--- src/rtl/sph_pkg.sv ---
package sph_pkg;
  localparam int WORD_W = 32;
  localparam int BYTE_W = 8;

  typedef struct packed {
    logic              is_byte;
    logic [WORD_W-1:0] data;
  } tx_ent_t;
endpackage

--- src/rtl/sph_fifo.sv ---
module sph_fifo #(
  parameter int W     = 32,
  parameter int DEPTH = 8,
  localparam int CW   = $clog2(DEPTH + 1),
  localparam int AW   = (DEPTH > 1) ? $clog2(DEPTH) : 1
) (
  input  logic          clk,
  input  logic          rst_n,
  input  logic          wr_en,
  input  logic [W-1:0]  wr_data,
  input  logic          rd_en,
  output logic [W-1:0]  rd_data,
  output logic [CW-1:0] count,
  output logic          full,
  output logic          empty
);
  logic [W-1:0]  mem [DEPTH];
  logic [AW-1:0] wptr, rptr;
  logic          push, pop;

  assign full    = (count == CW'(DEPTH));
  assign empty   = (count == '0);
  assign push    = wr_en && !full;
  assign pop     = rd_en && !empty;
  assign rd_data = mem[rptr];

  always_ff @(posedge clk) begin
    if (push) mem[wptr] <= wr_data;
  end

  always_ff @(posedge clk or negedge rst_n) begin
    if (!rst_n) begin
      wptr  <= '0;
      rptr  <= '0;
      count <= '0;
    end else begin
      if (push) wptr <= (wptr == AW'(DEPTH - 1)) ? '0 : wptr + 1'b1;
      if (pop)  rptr <= (rptr == AW'(DEPTH - 1)) ? '0 : rptr + 1'b1;
      if (push && !pop)      count <= count + 1'b1;
      else if (pop && !push) count <= count - 1'b1;
    end
  end


  no_overflow_chk: assert property (@(posedge clk) disable iff (!rst_n)
    (wr_en && full) |=> (count <= $past(count)));


  no_underflow_chk: assert property (@(posedge clk) disable iff (!rst_n)
    (rd_en && empty && !wr_en) |=> (count == '0));
endmodule

--- src/rtl/sph_tx_unpack.sv ---
module sph_tx_unpack
  import sph_pkg::*;
(
  input  logic              clk,
  input  logic              rst_n,
  input  tx_ent_t           head,
  input  logic              head_valid,
  output logic              pop,
  output logic              byte_valid,
  input  logic              byte_ready,
  output logic [BYTE_W-1:0] byte_data
);
  logic [1:0] idx;
  logic       last;

  assign byte_valid = head_valid;
  assign byte_data  = head.data[{idx, 3'b000} +: BYTE_W];
  assign last       = head.is_byte || (idx == 2'd3);
  assign pop        = byte_valid && byte_ready && last;

  always_ff @(posedge clk or negedge rst_n) begin
    if (!rst_n) idx <= '0;
    else if (byte_valid && byte_ready) idx <= last ? 2'd0 : idx + 2'd1;
  end


  tx_hold_chk: assert property (@(posedge clk) disable iff (!rst_n)
    (byte_valid && !byte_ready) |=> (byte_valid && $stable(byte_data)));
endmodule

--- src/rtl/sph_rx_pack.sv ---
module sph_rx_pack
  import sph_pkg::*;
(
  input  logic              clk,
  input  logic              rst_n,
  input  logic              byte_valid,
  output logic              byte_ready,
  input  logic [BYTE_W-1:0] byte_data,
  input  logic              flush,
  input  logic              fifo_full,
  output logic              push,
  output logic [WORD_W-1:0] push_data
);
  logic [1:0]  cnt;
  logic [23:0] acc;
  logic        pend, accept, word_push, flush_push, flush_done;

  assign byte_ready = !pend && ((cnt != 2'd3) || !fifo_full);
  assign accept     = byte_valid && byte_ready;
  assign word_push  = accept && (cnt == 2'd3);
  assign flush_push = pend && !fifo_full && (cnt != 2'd0);
  assign flush_done = pend && (!fifo_full || (cnt == 2'd0));
  assign push       = word_push || flush_push;
  assign push_data  = word_push ? {byte_data, acc} : {8'h00, acc};

  always_ff @(posedge clk or negedge rst_n) begin
    if (!rst_n) begin
      cnt  <= '0;
      acc  <= '0;
      pend <= 1'b0;
    end else begin
      if (accept) begin
        if (cnt == 2'd3) begin
          cnt <= '0;
          acc <= '0;
        end else begin
          acc[{cnt, 3'b000} +: BYTE_W] <= byte_data;
          cnt <= cnt + 2'd1;
        end
      end
      if (flush_done) begin
        pend <= 1'b0;
        cnt  <= '0;
        acc  <= '0;
      end
      if (flush) pend <= 1'b1;
    end
  end


  pack_room_chk: assert property (@(posedge clk) disable iff (!rst_n)
    push |-> !fifo_full);
endmodule

--- src/rtl/sph_datapath.sv ---
module sph_datapath
  import sph_pkg::*;
#(
  parameter int TX_DEPTH  = 8,
  parameter int RX_DEPTH  = 8,
  parameter int CMD_DEPTH = 4,
  parameter int CMD_W     = 32
) (
  input  logic             clk,
  input  logic             rst_n,
  input  logic             tx_wr_en,
  input  logic             tx_wr_byte,
  input  logic [31:0]      tx_wr_data,
  output logic             tx_overflow,
  output logic             tx_byte_valid,
  input  logic             tx_byte_ready,
  output logic [7:0]       tx_byte_data,
  input  logic             rx_byte_valid,
  output logic             rx_byte_ready,
  input  logic [7:0]       rx_byte_data,
  input  logic             rx_flush,
  input  logic             rx_rd_en,
  output logic [31:0]      rx_rd_data,
  output logic             rx_underflow,
  input  logic             cmd_wr_en,
  input  logic [CMD_W-1:0] cmd_wr_data,
  output logic             cmd_reject,
  output logic             cmd_valid,
  input  logic             cmd_ready,
  output logic [CMD_W-1:0] cmd_data,
  input  logic             eng_busy,
  input  logic             wm_tx_wr,
  input  logic             wm_rx_wr,
  input  logic [7:0]       wm_data,
  output logic [7:0]       tx_depth,
  output logic [7:0]       rx_depth,
  output logic [3:0]       cmd_depth,
  output logic             tx_empty,
  output logic             tx_full,
  output logic             rx_empty,
  output logic             rx_full,
  output logic             tx_wm_flag,
  output logic             rx_wm_flag,
  output logic             tx_stall,
  output logic             rx_stall,
  output logic             host_ready,
  output logic             host_active
);
  localparam int TCW = $clog2(TX_DEPTH + 1);
  localparam int RCW = $clog2(RX_DEPTH + 1);
  localparam int CCW = $clog2(CMD_DEPTH + 1);

  tx_ent_t          tx_in, tx_head;
  logic             tx_pop;
  logic [TCW-1:0]   tx_cnt;
  logic [RCW-1:0]   rx_cnt;
  logic [CCW-1:0]   cmd_cnt;
  logic             rx_push;
  logic [31:0]      rx_push_data, rx_head;
  logic             cmd_full, cmd_empty;
  logic [7:0]       tx_wm, rx_wm;

  assign tx_in = '{is_byte: tx_wr_byte, data: tx_wr_data};

  sph_fifo #(.W($bits(tx_ent_t)), .DEPTH(TX_DEPTH)) u_tx_fifo (
    .clk, .rst_n, .wr_en(tx_wr_en), .wr_data(tx_in), .rd_en(tx_pop),
    .rd_data(tx_head), .count(tx_cnt), .full(tx_full), .empty(tx_empty));

  sph_tx_unpack u_unpack (
    .clk, .rst_n, .head(tx_head), .head_valid(!tx_empty), .pop(tx_pop),
    .byte_valid(tx_byte_valid), .byte_ready(tx_byte_ready),
    .byte_data(tx_byte_data));

  sph_rx_pack u_pack (
    .clk, .rst_n, .byte_valid(rx_byte_valid), .byte_ready(rx_byte_ready),
    .byte_data(rx_byte_data), .flush(rx_flush), .fifo_full(rx_full),
    .push(rx_push), .push_data(rx_push_data));

  sph_fifo #(.W(32), .DEPTH(RX_DEPTH)) u_rx_fifo (
    .clk, .rst_n, .wr_en(rx_push), .wr_data(rx_push_data), .rd_en(rx_rd_en),
    .rd_data(rx_head), .count(rx_cnt), .full(rx_full), .empty(rx_empty));

  sph_fifo #(.W(CMD_W), .DEPTH(CMD_DEPTH)) u_cmd_fifo (
    .clk, .rst_n, .wr_en(cmd_wr_en), .wr_data(cmd_wr_data),
    .rd_en(cmd_ready), .rd_data(cmd_data), .count(cmd_cnt),
    .full(cmd_full), .empty(cmd_empty));

  always_ff @(posedge clk or negedge rst_n) begin
    if (!rst_n) begin
      tx_overflow  <= 1'b0;
      rx_underflow <= 1'b0;
      cmd_reject   <= 1'b0;
      tx_wm        <= '0;
      rx_wm        <= '0;
    end else begin
      tx_overflow  <= tx_wr_en && tx_full;
      rx_underflow <= rx_rd_en && rx_empty;
      cmd_reject   <= cmd_wr_en && cmd_full;
      if (wm_tx_wr && (wm_data <= 8'(TX_DEPTH))) tx_wm <= wm_data;
      if (wm_rx_wr && (wm_data <= 8'(RX_DEPTH))) rx_wm <= wm_data;
    end
  end

  assign rx_rd_data  = rx_empty ? '0 : rx_head;
  assign tx_depth    = 8'(tx_cnt);
  assign rx_depth    = 8'(rx_cnt);
  assign cmd_depth   = 4'(cmd_cnt);
  assign tx_wm_flag  = tx_depth < tx_wm;
  assign rx_wm_flag  = rx_depth > rx_wm;
  assign tx_stall    = tx_byte_ready && tx_empty;
  assign rx_stall    = rx_byte_valid && !rx_byte_ready;
  assign cmd_valid   = !cmd_empty;
  assign host_ready  = !cmd_full;
  assign host_active = eng_busy || !cmd_empty;


  cmd_reject_full_chk: assert property (@(posedge clk) disable iff (!rst_n)
    cmd_reject |-> ($past(cmd_cnt) == CCW'(CMD_DEPTH)));
endmodule

--- config.mk ---
export PLATFORM = sky130hd
export DESIGN_NAME = sph_datapath
export DESIGN_NICKNAME = d
export VERILOG_FILES = /design/src/rtl/sph_pkg.sv /design/src/rtl/sph_fifo.sv /design/src/rtl/sph_tx_unpack.sv /design/src/rtl/sph_rx_pack.sv /design/src/rtl/sph_datapath.sv
export SDC_FILE = /design/constraint.sdc
export NUM_CORES = 1
export LEC_CHECK = 0
export ABC_CLOCK_PERIOD_IN_PS = 5200
export BUFFER_PORTS_ARGS = -buffer_cell sky130_fd_sc_hd__buf_2
export CORE_MARGIN = 4
export CORE_UTILIZATION = 46
export CTS_CLUSTER_SIZE = 8
export DETAILED_ROUTE_END_ITERATION = 10
export GPL_ROUTABILITY_DRIVEN = 0
export GPL_TIMING_DRIVEN = 1
export PLACE_DENSITY = 0.61
export SYNTH_ARGS = -nofsm -noshare
export SYNTH_HDL_FRONTEND = slang
export SYNTH_SLANG_ARGS = --single-unit
--- constraint.sdc ---
create_clock -name clk -period 5.2 [get_ports clk]
set_clock_uncertainty 0.2 [all_clocks]
set_input_delay 1.04 -clock clk [delete_from_list [all_inputs] [get_ports clk]]
set_output_delay 1.04 -clock clk [all_outputs]
set_load 0.05 [all_outputs]
==> impl_metrics.csv, run 1 <==
group,metric,value,unit
outcome,outcome,"finished clean",
worst_hold_path,hp-class,"input pin to async pin",
cts,hold_buffers,0,
cts,cts_root_buf,"clkbuf_16",
sta,finalHoldViolCount,0,
route,detail-route-antenna-nets,0,
job,maxCapViolations,0,
route,wl_met3,2.811,mm
route,dr.pass1.iters,5,
grt,grt_util_all_layers,18.07,%
synth,syn_avg_cell_area,20.37,sq um
final_layout,n_fill_cell,4654,
sta,worst-slew-pin-transition,0.9618,ns
sta,fmax,233.1,MHz
synth,synth_ff_type,"edfxtp_1",
cts,cts_tree,"yes",
synth,synthCells,1384,
synth,yosysSeqAreaShare,75.69,%
die,dieArea,65310,sq um
synth,ys_async_sr_fraction,10.37,%
synth,synth_top_area_share,69.03,%
grt,antenna_found_initial,6,
final_layout,area_growth,17.51,%
die,num_rows,90,
cts,clock_path_buffers,3,
synth,post-synth-top-area-cell,"edfxtp_1",
final_layout,register_area,21350,sq um
cts,cts_setup_buffers,0,
sta,rsz0062_at_grt,"no",
route,wl_met1,25.16,mm
cts,htreeDepth,3,
sta,fin_hold_ws,0.2384,ns
synth,synth_edf_count,648,
critical_path,cp-start-kind,"register",
cts,clk_latency,0.64,ns
cts,path_clk_slew,0.05,ns
synth,yosys-top-cells-count,"edfxtp_1 (648), mux4_2 (161), dfrtp_1 (75)",
grt,grt_pass1_vias,14600,
synth,synth_area_leaders,"edfxtp_1 (69%), mux4_2 (13%), dfrtp_1 (6.7%)",
synth,synth_cell_types,46,
route,drt-initial-drc-count,1004,
grt,grt_pass1_wl,90.45,mm
cts,cts_buffers,100,
die,die_x,255.6,um
die,ios,201,
final_layout,nets,1782,
sta,fin_crit_sh,82.50,%
critical_path,cp.required,3.96,ns
synth,synthesis.area,28190,sq um
power,leakage,11.46,nW
sta,tns,0,ns
synth,ys_warn_count,0,
cts,postCtsResizedCells,0,
power,powerDensity,613.1,nW/um^2
die,die_h,255.6,um
sta,maxSlewViolCount,0,
critical_path,crit_fanout,26,
route,routed.top_layer,"met5",
route,met2_length,29.89,mm
power,p_total,20.31,mW
final_layout,final_layout_size_suffix_gt1_share,31.88,%
critical_path,cp-end-kind,"primary output",
sta,finalSetupViolCount,0,
route,wl_per_cell,23.68,um
die,start_util,46.62,%
synth,synth-seq-cells,723,
route,viasPerCell,5.527,
power,peakVddDrop,0.0005267,V
grt,grt_overflow,0,
placement,portBuffers,191,
critical_path,crit_type,"register to primary output",
die,core,60470,sq um
route,routed_wl,59.21,mm
route,drc,0,
cts,cts_sinks,723,
route,vias,13820,
critical_path,worstPathArrival,3.05,ns
sta,worst_slew_margin_rel,35.88,%
final_layout,multi_input_area,6485,sq um
synth,synth.most_common_cell,"edfxtp_1",
sta,fin_crit,4.290,ns
placement,dp_hpwl,34.97,mm
grt,grt_max_degree,48,
[layer usage]
layer | GRT usage [%] | vias to the layer above
met5 | 0 | -
met4 | 5.592 | 8
met3 | 3.532 | 94
met2 | 29.98 | 327
met1 | 24.59 | 7262
li1 | - | 6126
[final timing paths]
kind	startpoint	end	slack, ns	cells past startpoint
hold / removal	rst_n	rx_wm[1]	0.24	1
setup reg to reg	u_tx_fifo.rptr[2]	u_tx_fifo.count[3]	1.63	13
setup / recovery	u_tx_fifo.rptr[2]	tx_byte_data[6]	0.91	5
max in group asynchronous	rst_n	u_cmd_fifo.rptr[0]	3.58	2
min in group clk	rx_wm[4]	rx_wm[4]	0.29	1
hold reg to reg	rx_wm[4]	rx_wm[4]	0.29	1
[critical path: stages (launching register included)]
cell	delay, ns
dfrtp_2	0.80
buf_4	0.38
mux4_2	0.24
o22ai_1	0.11
nor4_1	0.49
buf_2	0.37
[area by class of cell]
type / count / area share, %
inverter: 44 / 0.4986
sequential: 723 / 64.44
multi-input combinational: 559 / 19.58
clock buffer: 160 / 8.362
timing repair buffer: 225 / 3.815
antenna: 2 / 0.01511
clock inverter: 5 / 0.3362
tap: 782 / 2.954
[per-stage QoR]
stage	util (%)	worst slack [ns]	std cells	instance area, sq um
after floorplan	-	0.7565	1392	28220
final	54.78	0.9100	2500	33130
after CTS	54.77	0.7643	2498	33120
after detailed placement	50.01	1.468	2333	30240
after global placement	50.01	1.500	2333	30240
after global routing	54.78	0.7282	2499	33120
[kinds of logic after synthesis]
| group | share of synthesized area [%] |
|---|---|
| compound gates | 2.099 |
| xor+xnor | 0.3418 |
| fa+ha+maj | 1.678 |
| buf+inv | 1.837 |
| flops | 75.69 |
| mux | 14.98 |
| other cells | 0.01330 |
| simple gates | 3.364 |
[power breakdown]
group	total, mW	switching (mW)	internal (mW)
Sequential	7.78	0.619	7.16
Combinational	6.62	4.30	2.32
Clock	5.91	2.31	3.60
Total	20.3	7.23	13.1
[sequential cells by signal (all words and copies together), names as in the netlist, 4 cells and up]
signal / cells
rx_wm: 8
tx_wm: 8
u_cmd_fifo.mem: 128
u_pack.acc: 24
u_rx_fifo.count: 4
u_rx_fifo.mem: 256
u_tx_fifo.count: 4
u_tx_fifo.mem: 264
[layout by cell type (no fill, tap or decap), types with 4 or more instances in the layout]
master and count:
nand2_1 25, a21oi_1 9, nor3_1 6, xor2_1 4
edfxtp_1 648, o21ai_0 11, nor3_2 4, xnor2_1 7
inv_1 43, nand2b_1 12, nor2_1 46, mux2i_1 33
mux2_2 21, nor4_1 10, nand3_1 27, o21ai_1 26
o21a_1 6, o22ai_1 32, a21o_1 7, buf_12 4
dfrtp_1 69, ha_1 33, conb_1 9, nor2b_1 6
and2_1 18, nor2_4 12, buf_2 190, mux4_2 161
buf_4 31, clkbuf_16 102, dfrtp_2 4, clkbuf_1 58
and3_1 6
Note: power is estimated with default switching activity, not from simulation.
==> inputs of run 2 (changes only) <==
--- a/config.mk
+++ b/config.mk
@@ -5,7 +5,8 @@
 export SDC_FILE = /design/constraint.sdc
 export NUM_CORES = 1
 export LEC_CHECK = 0
-export ABC_CLOCK_PERIOD_IN_PS = 5200
+export ABC_AREA = 1
+export ABC_CLOCK_PERIOD_IN_PS = 3450
 export BUFFER_PORTS_ARGS = -buffer_cell sky130_fd_sc_hd__buf_2
 export CORE_MARGIN = 4
 export CORE_UTILIZATION = 46
@@ -13,7 +14,7 @@
 export DETAILED_ROUTE_END_ITERATION = 10
 export GPL_ROUTABILITY_DRIVEN = 0
 export GPL_TIMING_DRIVEN = 1
-export PLACE_DENSITY = 0.61
+export PLACE_DENSITY = 0.63
 export SYNTH_ARGS = -nofsm -noshare
 export SYNTH_HDL_FRONTEND = slang
 export SYNTH_SLANG_ARGS = --single-unit
==> constraint.sdc (replaced) <==
create_clock -name clk -period 3.45 [get_ports clk]
set_clock_uncertainty 0.2 [all_clocks]
set_input_delay 0.69 -clock clk [delete_from_list [all_inputs] [get_ports clk]]
set_output_delay 0.69 -clock clk [all_outputs]
set_load 0.05 [all_outputs]
==> run 2 against run 1 <==
Effect of this change:
- cell count is 48% higher
- highest routed layer unchanged
- worst hold slack worse by 0.18 ns
- non-clock buffer count is 41 higher
==> impl_metrics.csv, run 2 <==
group,metric,value,unit
critical_path,worstPathArrival,2.48,ns
die,ios,201,
die,dieArea,68460,sq um
placement,dp.cells,3513,
worst_hold_path,holdCritStartpoint,"cmd_wr_data[21]",
critical_path,crit_fanout,41,
sta,maxSlewViolCount,0,
placement,dp_slack,0.3928,ns
synth,synthesis.area,29600,sq um
synth,synth_cell_types,35,
outcome,outcome,"finished clean",
cts,clock_path_buffers,3,
grt,grt_pass1_wl,112.0,mm
final_layout,nets,2910,
die,core,63430,sq um
route,dr.pass1.iters,6,
critical_path,critPathTopFamily,"simple AND/OR/NAND/NOR gates",
synth,post-synth-top-area-cell,"edfxtp_1",
power,leakage,13.36,nW
synth,synth_top_area_share,65.75,%
critical_path,timing.critical_path.buf_inv,3,
sta,worst-slew-pin-transition,0.6780,ns
sta,finalHoldViolCount,0,
synth,ys_warn_count,0,
synth,synth_edf_count,648,
synth,synthCells,2554,
route,wl_per_cell,20.11,um
synth,synth-seq-cells,723,
sta,finalSetupViolCount,0,
final_layout,layout_common_cells,"edfxtp_1 (648), nand2_1 (496), nor2_1 (362), o21ai_0 (300), nand3_1 (246)",
sta,worst_slew_margin_rel,54.80,%
critical_path,r2r-start,"u_pack.cnt[0]",
synth,synth.most_common_cell,"edfxtp_1",
grt,grt_overflow,0,
die,die_h,261.7,um
synth,synth_ff_type,"edfxtp_1",
route,detail-route-antenna-nets,0,
cts,cts_sinks,723,
sta,fin_ws,0.08202,ns
critical_path,crit_type,"register to primary output",
worst_hold_path,hp-class,"input pin to register",
final_layout,final_common_cell,"edfxtp_1",
final_layout,reg_top3,"u_tx_fifo.mem: 264 flops, u_rx_fifo.mem: 256 flops, u_cmd_fifo.mem: 128 flops",
final_layout,final_layout_size_suffix_gt1_share,14.68,%
critical_path,crit_chain,"buf_4 > clkbuf_16 > nand2_1 > nand3_1 > nand3_1 > nand2_1 > nand2_1 > nand2_1 > nand2_1 > nand2_1 > buf_4",
grt,grt_pass1_vias,19510,
die,start_util,46.66,%
grt,antenna_found_initial,11,
cts,path_clk_slew,0.05,ns
synth,syn_avg_cell_area,11.59,sq um
placement,portBuffers,191,
synth,ys_async_sr_fraction,10.37,%
die,die_x,261.7,um
final_layout,top_register,"u_tx_fifo.mem",
sta,fin_crit,3.368,ns
route,vias,20040,
route,drc,0,
critical_path,worstSetupStartpoint,"u_tx_fifo.rptr[0]",
job,maxCapViolations,0,
sta,rsz0062_at_grt,"yes",
sta,fin_crit_sh,97.62,%
final_layout,stdcell_count,3701,
final_layout,largest_reg_flops,264,
grt,grt_util_all_layers,21.18,%
cts,cts_buffers,100,
synth,synth_area_leaders,"edfxtp_1 (66%), dfrtp_1 (6.3%), nand2_1 (6.3%)",
power,powerDensity,940.8,nW/um^2
synth,yosysSeqAreaShare,72.09,%
cts,clk_latency,0.66,ns
cts,cts_tree,"yes",
synth,yosys-top-cells-count,"edfxtp_1 (648), nand2_1 (497), nor2_1 (383)",
critical_path,critPathMaxStageDelay,0.51,ns
grt,grt_max_degree,84,
route,routed_wl,74.41,mm
cts,htreeDepth,3,
critical_path,slowest_stage,"dfrtp_4",
route,viasPerCell,5.416,
route,drt-initial-drc-count,1732,
placement,dp_hpwl,41.82,mm
power,peakVddDrop,0.0005771,V
critical_path,cp-end-kind,"primary output",
critical_path,crit_top_cell,"nand2_1",
cts,cts_root_buf,"clkbuf_16",
critical_path,cp.required,2.56,ns
critical_path,cp-start-kind,"register",
die,num_rows,92,
final_layout,area_growth,18.94,%
power,p_total,33.12,mW
sta,fmax,296.9,MHz
## run 2: cell types whose count changed in the layout (fill, tap and decap cells not counted), sizes merged, moves of 33 or more
cell	previous run	this run
inv	44	93
mux2i	33	0
mux4	161	0
nand2	25	501
nand3	27	251
nor2	58	384
o21ai	37	313
## run 2: cell families (layout without fill, tap and decap cells)
group | Yosys count | after routing | share of synthesized area [%]
XOR/XNOR | 8 | 8 | 0.2367
flip-flops | 723 | 723 | 72.09
other | 1 | 17 | 0.01267
AND/OR/NAND/NOR | 1174 | 1174 | 16.30
adder cells (fa/ha/maj) | 36 | 36 | 1.598
AO/OA/AOI/OAI | 365 | 365 | 6.400
multiplexers | 1 | 1 | 0.03804
buffers and inverters | 246 | 531 | 3.331
## run 2: area by class of cell
type | count | area (sq um)
clock inverters | 8 | 150.1
multi-input cells | 1593 | 7446
fillers | 5203 | 28220
flip-flops and latches | 723 | 21350
well taps | 846 | 1059
clock buffers | 160 | 2728
repair buffers | 266 | 2059
inverters | 97 | 389.1
diodes | 8 | 20.02
## run 2: power breakdown
part	internal [mW]	switching [mW]
registers	10.7	0.530
clock network	5.37	3.54
logic	3.53	9.48
total	19.6	13.6
## run 2: per-layer routing
metal | up-vias | global-route usage (%) | routed length (um)
met5 | - | 0 | 22
met4 | 4 | 8.246 | 2589
met3 | 163 | 3.884 | 4828
met2 | 716 | 35.00 | 36210
met1 | 9780 | 28.13 | 30760
li1 | 9380 | - | -
## run 2: worst paths after layout
check,endpoint,slack [ns],cells after the start
min in group asynchronous,u_pack.acc[21],0.39,2
worst max register to register,u_rx_fifo.count[3],0.33,13
worst min-delay path,u_cmd_fifo.mem[2][21],0.05,1
worst min register to register,tx_wm[6],0.27,2
max in group asynchronous,u_tx_fifo.count[0],1.96,3
worst max-delay path,tx_byte_data[3],0.08,11
## run 2: per-stage QoR
stage,util [%],TNS [ns],instance area [sq um],hold slack [ns]
after floorplan,-,-72.24,29640,0.1944
after global placement,50.29,0,31900,0.2499
after detailed placement,50.29,0,31900,0.2594
after CTS,55.09,0,34940,0.009182
after global routing,55.49,-0.09996,35200,0.01924
final,55.50,0,35200,0.05476
## run 2: repair_timing
| action | CTS | global route |
|---|---|---|
| setup endpoints to repair | 40 | 30 |
| buffers inserted | 2 | 3 |
| gates resized for setup | 15 | 41 |
| endpoints found under the hold margin | 38 | 0 |
| cloned | 2 | 4 |
| hold buffers | 1 | 0 |
